$ cat src/rtl/lht_pkg.sv
package lht_pkg;

    localparam int INSTR_W       = 32;
    localparam int HALF_W        = 16;
    localparam int REG_W         = 5;
    localparam int NUM_LEVELS    = 4;
    localparam int LEVEL_W       = $clog2(NUM_LEVELS);
    localparam int HINT_REG_BASE = 2;

    localparam logic [6:0] OPC_LOAD     = 7'b0000011;
    localparam logic [6:0] OPC_LOAD_FP  = 7'b0000111;
    localparam logic [6:0] OPC_STORE    = 7'b0100011;
    localparam logic [6:0] OPC_STORE_FP = 7'b0100111;
    localparam logic [6:0] OPC_AMO      = 7'b0101111;
    localparam logic [6:0] OPC_MISC_MEM = 7'b0001111;
    localparam logic [6:0] OPC_OP_IMM   = 7'b0010011;
    localparam logic [6:0] OPC_OP       = 7'b0110011;

    localparam logic [4:0] AMO_F5_LR = 5'b00010;
    localparam logic [4:0] AMO_F5_SC = 5'b00011;

    typedef enum logic [LEVEL_W-1:0] {
        LVL_P1   = 2'd0,
        LVL_PALL = 2'd1,
        LVL_S1   = 2'd2,
        LVL_ALL  = 2'd3
    } hint_level_e;

    typedef enum logic [1:0] {
        MEM_NONE,
        MEM_PLAIN,
        MEM_RESV,
        MEM_CMO_EXCL
    } mem_kind_e;

    typedef enum logic {
        S_IDLE,
        S_ARMED
    } tag_state_e;

    typedef struct packed {
        logic        is_hint;
        hint_level_e level;
        mem_kind_e   kind;
    } dec_info_t;

endpackage

$ cat src/rtl/lht_decode.sv
module lht_decode
    import lht_pkg::*;
#(
    parameter bit COMPRESSED = 1'b1
) (
    input  logic [INSTR_W-1:0] instr,
    output dec_info_t          info
);

    localparam logic [REG_W-1:0] REG_LO = REG_W'(HINT_REG_BASE);
    localparam logic [REG_W-1:0] REG_HI = REG_W'(HINT_REG_BASE + NUM_LEVELS - 1);

    function automatic logic in_hint_range(input logic [REG_W-1:0] r);
        return (r >= REG_LO) && (r <= REG_HI);
    endfunction

    function automatic hint_level_e level_of(input logic [REG_W-1:0] r);
        logic [REG_W-1:0] off;
        off = r - REG_LO;
        return hint_level_e'(off[LEVEL_W-1:0]);
    endfunction

    function automatic dec_info_t decode_wide(input logic [INSTR_W-1:0] w);
        dec_info_t d;
        logic [6:0] op;
        logic [2:0] f3;
        logic [6:0] f7;
        logic [4:0] rd;
        logic [4:0] rs1;
        logic [4:0] rs2;
        op  = w[6:0];
        rd  = w[11:7];
        f3  = w[14:12];
        rs1 = w[19:15];
        rs2 = w[24:20];
        f7  = w[31:25];
        d.is_hint = 1'b0;
        d.level   = LVL_P1;
        d.kind    = MEM_NONE;
        case (op)
            OPC_LOAD, OPC_LOAD_FP, OPC_STORE, OPC_STORE_FP: begin
                d.kind = MEM_PLAIN;
            end
            OPC_AMO: begin
                if (f3 == 3'b010 || f3 == 3'b011) begin
                    if (f7[6:2] == AMO_F5_LR || f7[6:2] == AMO_F5_SC)
                        d.kind = MEM_RESV;
                    else
                        d.kind = MEM_PLAIN;
                end
            end
            OPC_MISC_MEM: begin
                if (f3 == 3'b010) begin
                    case ({f7, rs2})
                        12'd0, 12'd1, 12'd2: d.kind = MEM_CMO_EXCL;
                        12'd4:               d.kind = MEM_PLAIN;
                        default:             d.kind = MEM_NONE;
                    endcase
                end
            end
            OPC_OP_IMM: begin
                if (f3 == 3'b110 && rd == 5'd0 &&
                    (rs2 == 5'd0 || rs2 == 5'd1 || rs2 == 5'd3))
                    d.kind = MEM_PLAIN;
            end
            OPC_OP: begin
                if (f3 == 3'b000 && f7 == 7'd0 && rd == 5'd0 &&
                    rs1 == 5'd0 && in_hint_range(rs2)) begin
                    d.is_hint = 1'b1;
                    d.level   = level_of(rs2);
                end
            end
            default: d.kind = MEM_NONE;
        endcase
        return d;
    endfunction

    function automatic dec_info_t decode_narrow(input logic [HALF_W-1:0] h);
        dec_info_t d;
        logic [1:0] q;
        logic [2:0] f3;
        logic       mem_f3;
        q  = h[1:0];
        f3 = h[15:13];
        mem_f3 = (f3 != 3'b000) && (f3 != 3'b100);
        d.is_hint = 1'b0;
        d.level   = LVL_P1;
        d.kind    = MEM_NONE;
        case (q)
            2'b00: begin
                if (mem_f3) d.kind = MEM_PLAIN;
            end
            2'b10: begin
                if (mem_f3) begin
                    d.kind = MEM_PLAIN;
                end else if (f3 == 3'b100 && h[12] && h[11:7] == 5'd0 &&
                             in_hint_range(h[6:2])) begin
                    d.is_hint = 1'b1;
                    d.level   = level_of(h[6:2]);
                end
            end
            default: d.kind = MEM_NONE;
        endcase
        return d;
    endfunction

    dec_info_t wide_info;
    dec_info_t narrow_info;
    logic      is_wide;

    assign is_wide   = (instr[1:0] == 2'b11);
    assign wide_info = decode_wide(instr);

    generate
        if (COMPRESSED) begin : g_narrow
            assign narrow_info = decode_narrow(instr[HALF_W-1:0]);
        end else begin : g_no_narrow
            assign narrow_info = '0;
        end
    endgenerate

    assign info = is_wide ? wide_info : narrow_info;

endmodule

$ cat src/rtl/lht_policy.sv
module lht_policy
    import lht_pkg::*;
(
    input  mem_kind_e kind,
    input  logic      skip_resv,
    output logic      taggable
);

    always_comb begin
        unique case (kind)
            MEM_PLAIN:    taggable = 1'b1;
            MEM_RESV:     taggable = !skip_resv;
            MEM_CMO_EXCL: taggable = 1'b0;
            MEM_NONE:     taggable = 1'b0;
            default:      taggable = 1'b0;
        endcase
    end

endmodule

$ cat src/rtl/lht_fsm.sv
module lht_fsm
    import lht_pkg::*;
(
    input  logic        clk,
    input  logic        rst_n,
    input  logic        in_valid,
    input  logic        in_trap,
    input  logic        kill,
    input  dec_info_t   info,
    input  logic        taggable,
    output tag_state_e  state,
    output logic        tag_fire,
    output hint_level_e tag_level
);

    tag_state_e  state_nx;
    hint_level_e pend_q;
    hint_level_e pend_nx;
    logic        live;

    assign live = in_valid && !kill;

    always_comb begin
        state_nx = state;
        pend_nx  = pend_q;
        unique case (state)
            S_IDLE: begin
                if (live && !in_trap && info.is_hint) begin
                    state_nx = S_ARMED;
                    pend_nx  = info.level;
                end
            end
            S_ARMED: begin
                if (kill) begin
                    state_nx = S_IDLE;
                end else if (!in_valid) begin
                    state_nx = S_ARMED;
                end else if (in_trap) begin
                    state_nx = S_IDLE;
                end else if (info.is_hint) begin
                    state_nx = S_ARMED;
                    pend_nx  = info.level;
                end else begin
                    state_nx = S_IDLE;
                end
            end
            default: state_nx = S_IDLE;
        endcase
    end

    always_ff @(posedge clk or negedge rst_n) begin
        if (!rst_n) begin
            state  <= S_IDLE;
            pend_q <= LVL_P1;
        end else begin
            state  <= state_nx;
            pend_q <= pend_nx;
        end
    end

    always_comb begin
        tag_fire  = 1'b0;
        tag_level = LVL_P1;
        unique case (state)
            S_ARMED: begin
                if (live && !in_trap && !info.is_hint && taggable) begin
                    tag_fire  = 1'b1;
                    tag_level = pend_q;
                end
            end
            S_IDLE:  tag_fire = 1'b0;
            default: tag_fire = 1'b0;
        endcase
    end

    // kill always returns the machine to idle
    a_r10_kill_clears: assert property (@(posedge clk) disable iff (!rst_n)
        kill |=> state == S_IDLE);

    // an empty slot keeps the held hint and level
    a_r11_bubble_holds: assert property (@(posedge clk) disable iff (!rst_n)
        (state == S_ARMED && !in_valid && !kill) |=> (state == S_ARMED && $stable(pend_q)));

    // a trapping instruction leaves nothing pending
    a_r9_trap_disarms: assert property (@(posedge clk) disable iff (!rst_n)
        (in_valid && in_trap && !kill) |=> state == S_IDLE);

endmodule

$ cat src/rtl/locality_hint_tagger.sv
module locality_hint_tagger
    import lht_pkg::*;
#(
    parameter bit COMPRESSED = 1'b1
) (
    input  logic               clk,
    input  logic               rst_n,
    input  logic               in_valid,
    input  logic [INSTR_W-1:0] in_instr,
    input  logic               in_trap,
    input  logic               in_flush,
    input  logic               in_irq,
    input  logic               cfg_skip_resv,
    output logic               out_valid,
    output logic               out_hint,
    output logic               out_tag_valid,
    output logic [LEVEL_W-1:0] out_tag_level
);

    dec_info_t   info;
    logic        taggable;
    logic        kill;
    tag_state_e  state;
    logic        tag_fire;
    hint_level_e tag_level;

    assign kill = in_flush || in_irq;

    lht_decode #(.COMPRESSED(COMPRESSED)) u_decode (
        .instr (in_instr),
        .info  (info)
    );

    lht_policy u_policy (
        .kind      (info.kind),
        .skip_resv (cfg_skip_resv),
        .taggable  (taggable)
    );

    lht_fsm u_fsm (
        .clk       (clk),
        .rst_n     (rst_n),
        .in_valid  (in_valid),
        .in_trap   (in_trap),
        .kill      (kill),
        .info      (info),
        .taggable  (taggable),
        .state     (state),
        .tag_fire  (tag_fire),
        .tag_level (tag_level)
    );

    always_ff @(posedge clk or negedge rst_n) begin
        if (!rst_n) begin
            out_valid     <= 1'b0;
            out_hint      <= 1'b0;
            out_tag_valid <= 1'b0;
            out_tag_level <= '0;
        end else begin
            out_valid     <= in_valid && !kill;
            out_hint      <= in_valid && !kill && info.is_hint;
            out_tag_valid <= tag_fire;
            out_tag_level <= tag_fire ? tag_level : LVL_P1;
        end
    end

    // a hint is spent on a single instruction
    a_r5_single_use: assert property (@(posedge clk) disable iff (!rst_n)
        out_tag_valid |=> !out_tag_valid);

    // a hint word never carries a tag itself
    a_r2_hint_untagged: assert property (@(posedge clk) disable iff (!rst_n)
        out_hint |-> !out_tag_valid);

    // a tag only accompanies a passed instruction
    a_r4_tag_on_valid: assert property (@(posedge clk) disable iff (!rst_n)
        out_tag_valid |-> out_valid);

    // a killed slot produces no output
    a_r10_kill_hides: assert property (@(posedge clk) disable iff (!rst_n)
        kill |=> !out_valid);

    // a trapping instruction is not tagged
    a_r9_trap_untagged: assert property (@(posedge clk) disable iff (!rst_n)
        (in_valid && in_trap) |=> !out_tag_valid);

endmodule

$ cat config.mk
export PLATFORM = sky130hd
export DESIGN_NAME = locality_hint_tagger
export DESIGN_NICKNAME = d
export VERILOG_FILES = /design/src/rtl/lht_pkg.sv /design/src/rtl/lht_decode.sv /design/src/rtl/lht_policy.sv /design/src/rtl/lht_fsm.sv /design/src/rtl/locality_hint_tagger.sv
export SDC_FILE = /design/constraint.sdc
export NUM_CORES = 1
export LEC_CHECK = 0
export CAP_MARGIN = 20
export CORE_AREA = 2 2 39 41
export DETAILED_ROUTE_END_ITERATION = 12
export DIE_AREA = 0 0 41 43
export DONT_BUFFER_PORTS = 1
export HOLD_SLACK_MARGIN = 0.02
export SYNTH_ARGS = -nofsm -noshare
export SYNTH_HDL_FRONTEND = slang
export SYNTH_HIERARCHICAL = 1
export SYNTH_SLANG_ARGS = --single-unit
$ cat constraint.sdc
create_clock -name clk -period 1.15 [get_ports clk]
set_input_delay 0.115 -clock clk [delete_from_list [all_inputs] [get_ports clk]]
set_output_delay 0.115 -clock clk [all_outputs]
set_load 0.03 [all_outputs]
# ---- Yosys cells after proc, flatten, opt, wreduce, memory -nomap -nowiden
# Index checks and enable logic that the tools add are counted.
dict set report op_classes {
  add_sub_neg 2
  n_mul 0
  n_div 0
  magnitude_cmp 4
  eq_ne 30
  shift 0
  muxes 32
  bitwise 1
  reduce_logical 41
}
# cell count
set op_table {}
lappend op_table {{$eq 7x6->1 const B} 4}
lappend op_table {{$mux 2} 12}
lappend op_table {{$logic_and 1x1->1} 18}
lappend op_table {{$eq 5x2->1 const B} 3}
lappend op_table {{$logic_not 5->1} 3}
lappend op_table {{$mux 3} 5}
lappend op_table {{$eq 12x1->1 const B} 1}
lappend op_table {{$eq 12x2->1 const B} 1}
lappend op_table {{$eq 12x3->1 const B} 1}
lappend op_table {{$logic_not 12->1} 1}
lappend op_table {{$ge 5x2->1 const B} 2}
lappend op_table {{$le 5x3->1 const B} 2}
lappend op_table {{$eq 2x2->1 const B} 4}
lappend op_table {{$mux 1} 8}
lappend op_table {{$ne 2x2->1 const B} 4}
lappend op_table {{$pmux 2 s2} 2}
lappend op_table {{$pmux 2 s4} 1}
lappend op_table {{$eq 7x2->1 const B} 1}
lappend op_table {{$eq 7x3->1 const B} 1}
lappend op_table {{$eq 7x4->1 const B} 1}
lappend op_table {{$eq 7x5->1 const B} 1}
lappend op_table {{$logic_not 7->1} 1}
lappend op_table {{$eq 3x2->1 const B} 2}
lappend op_table {{$eq 3x3->1 const B} 2}
lappend op_table {{18 further kinds} 29}
dict set report totals {
  regBits 8
  latch_bits 0
  ramBits 0
  romBits 0
  output_inout_bits 5
  word_cells 116
  n_memories 0
}

# ---- Logic depth before layout (Yosys ltp)
# Gate-level depths: netlist of run 1.
dict set report logic_depth {
  depth_word 15
  mapped_depth 10
  depth_no_buf 10
}

# ---- Modules after synthesis
# The synthesis of run 1 kept the hierarchy.
# mod n_inst cells_each area_per_inst_um2 seq_area_each_um2
set by_module_without_submodules {}
lappend by_module_without_submodules {lht_decode 1 43 290.3 0.0}
lappend by_module_without_submodules {lht_fsm 1 16 167.7 75.1}
lappend by_module_without_submodules {locality_hint_tagger 1 10 163.9 125.1}
lappend by_module_without_submodules {lht_policy 1 3 26.3 0.0}

# ---- Worst setup path after synthesis of run 1
# Ideal clock, no wire load.
dict set report synth_timing {
  path_type {input to register}
  from {input port in_instr[12]}
  to {register out_tag_level[1]}
  arrival_ps 2024
  slack_ps -939
  stages 10
  path_buffers 0
  path_cell_list {or4_4 -> nor4_4 -> a21oi_1 -> o221ai_1 -> inv_1 -> ha_1 -> mux2i_1 -> nand4bb_1 -> nor2_1 -> and2_1}
}
# element line_no
set synth_lines {}
lappend synth_lines {{start, declared} locality_hint_tagger.sv:9} ;# input logic [INSTR_W-1:0] in_instr,
lappend synth_lines {{end signal, assigned} locality_hint_tagger.sv:63} ;# out_tag_level <= tag_fire ? tag_level : LVL_P1;
lappend synth_lines {{end, declared} locality_hint_tagger.sv:17} ;# output logic [LEVEL_W-1:0] out_tag_level

==> results.yml, run 1 <==
yosys:
  yosysSeqAreaShare_pct: 30.89
  ys_top_cells_by_count: "dfrtp_1, a21oi_1, nand2_1, nand4b_1, nor3_1"
  synth-edff-count: 0
  ys.flop_type: "dfrtp_1"
  netlist_area_sq_um: 648.1
  synth.area.top_cells: "dfrtp_1, nand4b_1, nor4b_1, a21oi_1, nor3_1"
  syn_area_per_cell_sq_um: 9.002
  yosysTopAreaCell: "dfrtp_1"
  async_reset_ff_share_pct: 100.0
  ys_seq_elements: 8
  synth_most_common_cell: "dfrtp_1"
  netlist_instances: 72
  yosysWarnings: 6
  synth_cell_types: 32
  synth_nets: 112
  synth_top_area_share_pct: 30.89
global_routing:
  grt_overflow: 0
  grt_first_pass_wirelength_um: 2642
  grt_pass1_vias: 626
  grt_max_degree: 9
  grt_antenna_before_repair: 0
  grt.total_usage_pct: 22.32
pwr:
  netSwitchingFraction_pct: 23.64
  p_int_w: 0.0004529
  p_clk_share_pct: 37.3
  powerDensity_mw_per_mm2: 688.0
  combPwrFrac_pct: 14.4
  p_seq_share_pct: 48.3
  p_leak_nw: 0.3211
  vdd_drop_max_mv: 0.4558
  p_switching_w: 0.0001402
setup_path:
  worst_path_max_delay_cell: "or4_4"
  crit_arrival_ps: 2220
  cp_max_fo: 3
  r2r-end: "out_tag_level[1]"
  timing.rr.start: "u_fsm/state"
  rr_worst_depth: 3
  startpoint_type: "input pin"
  cp.required_ps: 1350
  critical-path-max-stage-delay_ps: 520
  reg2reg_slack_ps: 220
  path_class: "in2reg"
  path_cells: "or4_4 -> nor4_4 -> a21oi_2 -> o221ai_2 -> inv_1 -> ha_1 -> mux2i_1 -> nand4bb_1 -> nor3_1 -> and2_1"
  crit_path_end_kind: "register"
place:
  place_ws_ps: -1148
  dp_hpwl_um: 1295
  port_buffers: 0
  dpl.cell_count: 98
  place.gp.congestion: 0.8132
cells_and_area:
  final_util_pct: 62.30
  final_cells: 108
  regArea_sq_um: 200.2
  syn_to_final_growth_pct: 33.01
  drive_above_1_share_pct: 30.43
  multi_input_area_sq_um: 466.7
  diodes: 0
  nets: 134
  fill_cells: 127
drt:
  drc: 0
  wl_per_cell_um: 16.21
  num_vias: 659
  drtIter0Drc: 20
  ant_nets: 0
  wirelength_um: 1751
  vias_per_cell: 6.102
  drtPass1Iterations: 4
timing:
  finalSetupViolCount: 7
  rsz0062_at_grt: "yes"
  period_minus_slack_ps: 2018
  fmax_mhz: 495.6
  relSlewSlack_pct: 69.47
  fin_skew_ps: 1.860
  fin_ws_ps: -867.9
  finalHoldViolations: 0
  worstMarginPinSlew_ps: 451.6
  timing.hold.ws_ps: 33.00
  finalCritPeriodShare_pct: 175.5
  drv_slew: 0
clock_network:
  htree_levels: 1
  cts.sinks: 8
  cts_buffers: 3
  clkLatencyLatePin_ps: 260
  clk_pin_slew_ps: 60
  cts_tree: "built"
  root_buffer: "clkbuf_4"
  clk_path_buf_depth: 2
floorplanning:
  coreArea_sq_mm: 0.001384
  dieArea_sq_mm: 0.001763
  initial_core_util_pct: 46.84
  die_h_um: 43
  pin_count: 44
  die_w_um: 41
  rows: 14
worst_hold_path:
  holdPathEnd: "u_fsm/state"
  hold_path_class: "in2reg"
  hp-start: "in_valid"
  worstHoldPathCells: 2
run_status:
  status: "finished, violations left"
  violations: "setup timing"
run:
  timing.max_cap.violations: 0
==> cell families (layout without fill, tap and decap cells) <==
logic type               count (synthesis)  count (layout)  synth area share [%]
XOR/XNOR                                 2               2                 2.703
buffers and inverters                    4              24                 2.316
multiplexers                             3               3                 5.019
AO/OA/AOI/OAI                            9               9                 8.687
adder cells (fa/ha/maj)                  2               2                 3.475
flip-flops                               8               8                 30.89
AND/OR/NAND/NOR                         44              44                 46.91
==> critical path, delay by kind of cell <==
family / cells / cell delay (ps)
AOI/OAI and AO/OA: 2 / 260
adders and majority gates: 1 / 280
buffers and inverters: 1 / 60
and+or+nand+nor: 5 / 1380
muxes: 1 / 120
==> flip-flops by register name (all words and copies together), names as in the netlist <==
signal,cells
out_hint,1
out_tag_level,2
out_tag_valid,1
out_valid,1
u_fsm/pend_q,2
u_fsm/state,1
==> routing by layer <==
metal / vias up / GRT usage [%] / share of wire, %
met5: - / 0 / 0
met4: 0 / 6.000 / 1.4
met3: 4 / 8.901 / 7.8
met2: 35 / 30.94 / 49
met1: 299 / 31.48 / 42
li1: 321 / - / -
==> area by class of cell <==
class,instances,share of cell area (%)
clock buffer,3,2.612
tap,16,2.322
timing repair buffer,17,15.97
multi-input combinational,60,54.14
inverter,4,1.742
sequential,8,23.22
==> how the worst max path moves through the flow <==
stage | startpoint | endpoint | slack [ps]
2_1_floorplan | in_instr[12] | out_tag_level[1] | -940
5_1_grt | in_instr[12] | out_tag_level[1] | -1000
3_5_place_dp | in_instr[12] | out_tag_level[0] | -1150
4_1_cts | in_instr[12] | out_tag_level[0] | -870
3_3_place_gp | in_instr[12] | out_tag_level[0] | -1090
6_report | in_instr[12] | out_tag_level[1] | -870
==> power by group through the flow <==
stage | Clock, W | Sequential (W) | Combinational, W
floorplan | 0 | 0.000291 | 0.0000452
global placement | 0 | 0.000291 | 0.0000627
detailed placement | 0 | 0.000291 | 0.0000628
CTS | 0.000225 | 0.000286 | 0.0000805
global route | 0.000243 | 0.000286 | 0.0000952
finish | 0.000222 | 0.000286 | 0.0000852
==> stage by stage <==
step           area, sq um  total power, W  TNS, ps
2_1_floorplan        655.6       0.0003364    -4947
3_3_place_gp         750.7       0.0003540    -5929
3_5_place_dp         750.7       0.0003542    -6085
4_1_cts              839.6       0.0005922    -4568
5_1_grt              862.1       0.0006249    -4953
6_report             862.1       0.0005931    -4350
==> layout by cell type, fill, tap and decap left out, types with 3 or more instances in the layout <==
| master | count |
|---|---|
| nand2_1 | 5 |
| nor2_1 | 3 |
| nor3_1 | 4 |
| buf_4 | 13 |
| dlygate4sd3_1 | 4 |
| dfrtp_1 | 8 |
| nor4b_1 | 3 |
| inv_1 | 4 |
| nand4b_1 | 5 |
| a21oi_1 | 3 |
| clkbuf_4 | 3 |
==> repair_timing <==
action / CTS / global route
setup buffers: 2 / 1
setup endpoints to repair: 7 / 7
pin swaps: 6 / 5
hold endpoints to repair: 10 / 0
resized for setup: 4 / 3
hold buffers: 4 / 0
cloned: 0 / 0
(Power assumes the default switching activity.)
==> run 2: changes to the inputs <==
==> constraint.sdc (replaced) <==
create_clock -name clk -period 1.15 [get_ports clk]
set_input_delay 0.1725 -clock clk [delete_from_list [all_inputs] [get_ports clk]]
set_output_delay 0.1725 -clock clk [all_outputs]
set_load 0.03 [all_outputs]
==> results.yml, run 2 (synthesis results as in run 1) <==
run_status:
  status: "finished, violations left"
  violations: "setup timing"
floorplanning:
  pin_count: 44
  die_w_um: 41
  coreArea_sq_mm: 0.001384
  dieArea_sq_mm: 0.001763
  die_h_um: 43
  rows: 14
  initial_core_util_pct: 46.84
cells_and_area:
  diodes: 0
  fill_cells: 131
  final_util_pct: 60.76
  reg_top3: "out_tag_level (2), u_fsm/pend_q (2)"
  syn_to_final_growth_pct: 29.73
  final_common_cell: "buf_4"
  multi_input_area_sq_um: 455.4
  design_area_sq_um: 840.8
  regArea_sq_um: 200.2
  drive_above_1_share_pct: 28.57
  nets: 133
  most-common-layout-cells: "buf_4, dfrtp_1, nand4b_1, nand2_1, nor3_1"
timing:
  relSlewSlack_pct: 71.45
  period_minus_slack_ps: 1996
  finalSetupViolCount: 7
  fin_skew_ps: 1.499
  fin_ws_ps: -846.0
  finalCritPeriodShare_pct: 173.6
  rsz0062_at_grt: "yes"
  fmax_mhz: 501.0
  drv_slew: 0
  finalHoldViolations: 0
  timing.hold.ws_ps: 75.56
  worstMarginPinSlew_ps: 417.4
drt:
  drtIter0Drc: 22
  drc: 0
  num_vias: 651
  ant_nets: 0
  wl_per_cell_um: 15.28
  drtPass1Iterations: 5
  wirelength_um: 1635
  vias_per_cell: 6.084
clock_network:
  clk_pin_slew_ps: 50
  cts_tree: "built"
  clk_path_buf_depth: 2
  clkLatencyLatePin_ps: 250
  cts.sinks: 8
  root_buffer: "clkbuf_4"
  cts_buffers: 3
  htree_levels: 1
pwr:
  p_total_w: 0.0005777
  p_seq_share_pct: 49.6
  p_switching_w: 0.0001290
  p_clk_share_pct: 36.8
  p_leak_nw: 0.3163
  powerDensity_mw_per_mm2: 687.0
  p_int_w: 0.0004486
  combPwrFrac_pct: 13.7
  vdd_drop_max_mv: 0.5598
  netSwitchingFraction_pct: 22.33
global_routing:
  grt_first_pass_wirelength_um: 2470
  grt_overflow: 0
  grt_max_degree: 9
  grt_pass1_vias: 639
  grt.total_usage_pct: 21.31
  grt_antenna_before_repair: 0
setup_path:
  startpoint_type: "input pin"
  critical-path-max-stage-delay_ps: 520
  path_buf_inv: 1
  cp_max_fo: 3
  cp.required_ps: 1340
  path_class: "in2reg"
  crit_arrival_ps: 2190
  worst_path_max_delay_cell: "or4_4"
  crit_path_end_kind: "register"
  crit_family: "simple AND/OR/NAND/NOR gates"
  path_cells: "or4_4 -> nor4_4 -> a21oi_1 -> o221ai_1 -> inv_1 -> ha_1 -> mux2i_1 -> nand4bb_1 -> nor3_1 -> and2_1"
place:
  placed_cell_area_sq_um: 750.7
  port_buffers: 0
  place.gp.congestion: 0.8005
  dp_hpwl_um: 1245
run:
  timing.max_cap.violations: 0
worst_hold_path:
  hold_path_class: "in2reg"
[run 2: final cells by class]
class	count	share of cell area, %
Clock buffer	3	2.679
Timing Repair Buffer	16	15.18
Multi-Input combinational cell	60	54.17
Sequential cell	8	23.81
Inverter	4	1.786
Tap cell	16	2.381
[run 2: layer usage]
layer  vias to the layer above  part of all wire, %  GRT usage, %
met4                         0                 0.86         10.00
li1                        319                    -             -
met3                         2                  7.5         7.330
met5                         -                    0             0
met1                       292                   44         27.54
met2                        38                   48         30.63
[run 2: worst paths after layout]
| path | startpoint | endpoint | slack, ps | cells after the start |
|---|---|---|---|---|
| max | in_instr[12] | out_tag_level[1] | -850 | 10 |
| min | in_valid | out_valid | 80 | 1 |
| max reg2reg | u_fsm/state | out_tag_level[1] | 300 | 3 |
| min reg2reg | u_fsm/pend_q[0] | u_fsm/pend_q[0] | 520 | 1 |
| max in group asynchronous | rst_n | u_fsm/pend_q[1] | 610 | 1 |
| min in group asynchronous | rst_n | out_tag_level[0] | 270 | 1 |
[run 2: timing repair]
action	in CTS	in global routing
hold buffers	3	0
endpoints found under the hold margin	9	0
setup endpoints to repair	7	7
gates cloned	0	0
resized for setup	3	2
pin swaps	6	5
setup buffers	3	0
[run 2: per-stage QoR]
stage	setup slack, ps	setup TNS [ps]	cells
after global placement	-1154	-6365	98
after CTS	-900.5	-5007	107
after global routing	-1060	-5325	107
after floorplan	-997.0	-5349	72
final	-846.0	-4553	107
after detailed placement	-1165	-6445	98
[run 2: power by group through the flow]
stage,logic (W),clock network (W),registers [W]
4_1_cts,0.0000777,0.000225,0.000286
3_5_place_dp,0.0000626,0,0.000291
2_1_floorplan,0.0000452,0,0.000291
3_3_place_gp,0.0000626,0,0.000291
6_report,0.0000789,0.000212,0.000286
5_1_grt,0.0000879,0.000239,0.000286
==> run 3: changes to the inputs <==
--- a/config.mk
+++ b/config.mk
@@ -11,6 +11,7 @@
 export DIE_AREA = 0 0 41 43
 export DONT_BUFFER_PORTS = 1
 export HOLD_SLACK_MARGIN = 0.02
+export PLACE_DENSITY_LB_ADDON = 0.25
 export SYNTH_ARGS = -nofsm -noshare
 export SYNTH_HDL_FRONTEND = slang
 export SYNTH_HIERARCHICAL = 1
==> constraint.sdc (replaced) <==
create_clock -name clk -period 1.15 [get_ports clk]
set_input_delay 0.1725 -clock clk [delete_from_list [all_inputs] [get_ports clk]]
set_output_delay 0.1725 -clock clk [all_outputs]
set_load 0.01 [all_outputs]
==> results.yml, run 3 (synthesis results as in run 1) <==
global_routing:
  grt_pass1_vias: 625
  grt_antenna_before_repair: 0
  grt_first_pass_wirelength_um: 2553
  grt.total_usage_pct: 21.77
  grt_overflow: 0
  grt_max_degree: 9
drt:
  ant_nets: 0
  drtPass1Iterations: 5
  drtIter0Drc: 14
  drc: 0
  vias_per_cell: 6.094
  num_vias: 646
  wl_per_cell_um: 15.79
  wirelength_um: 1674
place:
  dp_hpwl_um: 1380
  place.gp.congestion: 0.8304
  dpl.cell_count: 98
  placed_cell_area_sq_um: 750.7
  port_buffers: 0
  place_ws_ps: -1224
run:
  timing.max_cap.violations: 0
setup_path:
  timing.rr.start: "u_fsm/state"
  reg2reg_slack_ps: 270
  cp.required_ps: 1340
  crit_path_end_kind: "register"
  cp_max_fo: 3
  startpoint_type: "input pin"
  path_class: "in2reg"
  crit_arrival_ps: 2240
  r2r-end: "out_tag_level[0]"
  rr_worst_depth: 3
timing:
  finalCritPeriodShare_pct: 177.5
  finalSetupViolCount: 7
  fin_ws_ps: -891.1
  finalHoldViolations: 0
  worstMarginPinSlew_ps: 497.3
  rsz0062_at_grt: "yes"
  fmax_mhz: 489.9
  relSlewSlack_pct: 65.99
  drv_slew: 0
  fin_skew_ps: 4.678
  period_minus_slack_ps: 2041
cells_and_area:
  regArea_sq_um: 200.2
  reg_top3: "out_tag_level (2), u_fsm/pend_q (2)"
  final_cells: 106
  multi_input_area_sq_um: 452.9
  nets: 132
  fill_cells: 126
  syn_to_final_growth_pct: 28.19
  final_util_pct: 60.04
  final_common_cell: "buf_4"
  most-common-layout-cells: "buf_4, dfrtp_1, nand4b_1, nand2_1, nor3_1"
  drive_above_1_share_pct: 26.67
  design_area_sq_um: 830.8
  diodes: 0
run_status:
  status: "finished, violations left"
  violations: "setup timing"
floorplanning:
  dieArea_sq_mm: 0.001763
  pin_count: 44
  initial_core_util_pct: 46.84
  die_w_um: 41
  rows: 14
  coreArea_sq_mm: 0.001384
  die_h_um: 43
pwr:
  vdd_drop_max_mv: 0.3518
  p_leak_nw: 0.3111
  p_total_w: 0.0005825
  powerDensity_mw_per_mm2: 701.2
clock_network:
  htree_levels: 1
  clk_pin_slew_ps: 60
  cts.sinks: 8
  cts_tree: "built"
  clkLatencyLatePin_ps: 260
  clk_path_buf_depth: 2
  cts_buffers: 3
  root_buffer: "clkbuf_4"
worst_hold_path:
  worstHoldPathCells: 1
  hold_path_class: "in2reg"
  holdPathEnd: "out_valid"
  hp-start: "in_valid"
==> run 3: cell count changes in the layout (fill, tap and decap cells not counted), sizes merged <==
cell,delta
buf,-1
==> run 3: through the flow <==
stage / hold WS, ps / setup TNS [ps]
4_1_cts: 67.78 / -4609
2_1_floorplan: -123.1 / -5349
6_report: 78.47 / -4519
3_3_place_gp: -122.9 / -6146
3_5_place_dp: -122.9 / -6506
5_1_grt: 67.03 / -5492
==> run 3: report_power, final <==
group	internal [W]	switching, W	total [W]
logic	0.0000462	0.0000318	0.0000780
registers	0.000283	0.00000115	0.000284
clock network	0.000120	0.000101	0.000220
total	0.000449	0.000133	0.000583
==> run 3: final cells by class <==
type,instances,area share (%)
clock buffers,3,2.711
inverters,4,1.807
flip-flops and latches,8,24.10
multi-input cells,60,54.52
well taps,16,2.410
repair buffers,15,14.46
==> run 3: critical path, cell delays in order <==
cell       delay (ps)
or4_4             520
nor4_4            280
a21oi_1           110
o221ai_1          170
inv_1              70
ha_1              290
mux2i_1           130
nand4bb_1         160
nor2_1            170
and2_1            160
==> run 3: worst max path at each step <==
stage	from	end	slack [ps]	cells after the start
5_1_grt	in_instr[12]	out_tag_level[0]	-1080	10
3_5_place_dp	in_instr[12]	out_tag_level[0]	-1220	10
3_3_place_gp	in_instr[12]	out_tag_level[1]	-1130	9
2_1_floorplan	in_instr[12]	out_tag_level[1]	-1000	10
4_1_cts	in_instr[12]	out_tag_level[0]	-890	10
6_report	in_instr[12]	out_tag_level[0]	-890	10
==> run 3: what timing repair did <==
item / in CTS / in global routing
hold buffers: 3 / 0
pin swaps: 3 / 3
buffers inserted: 2 / 1
setup endpoints to repair: 7 / 7
resized for setup: 2 / 2
endpoints found under the hold margin: 9 / 0
==> run 3: layer usage <==
layer  global-route usage [%]  up-vias  wire length, um
li1                         -      320                -
met1                    25.73      289              666
met2                    34.38       32              836
met3                    6.283        5              136
met4                    10.00        0               35
met5                        0        -                0
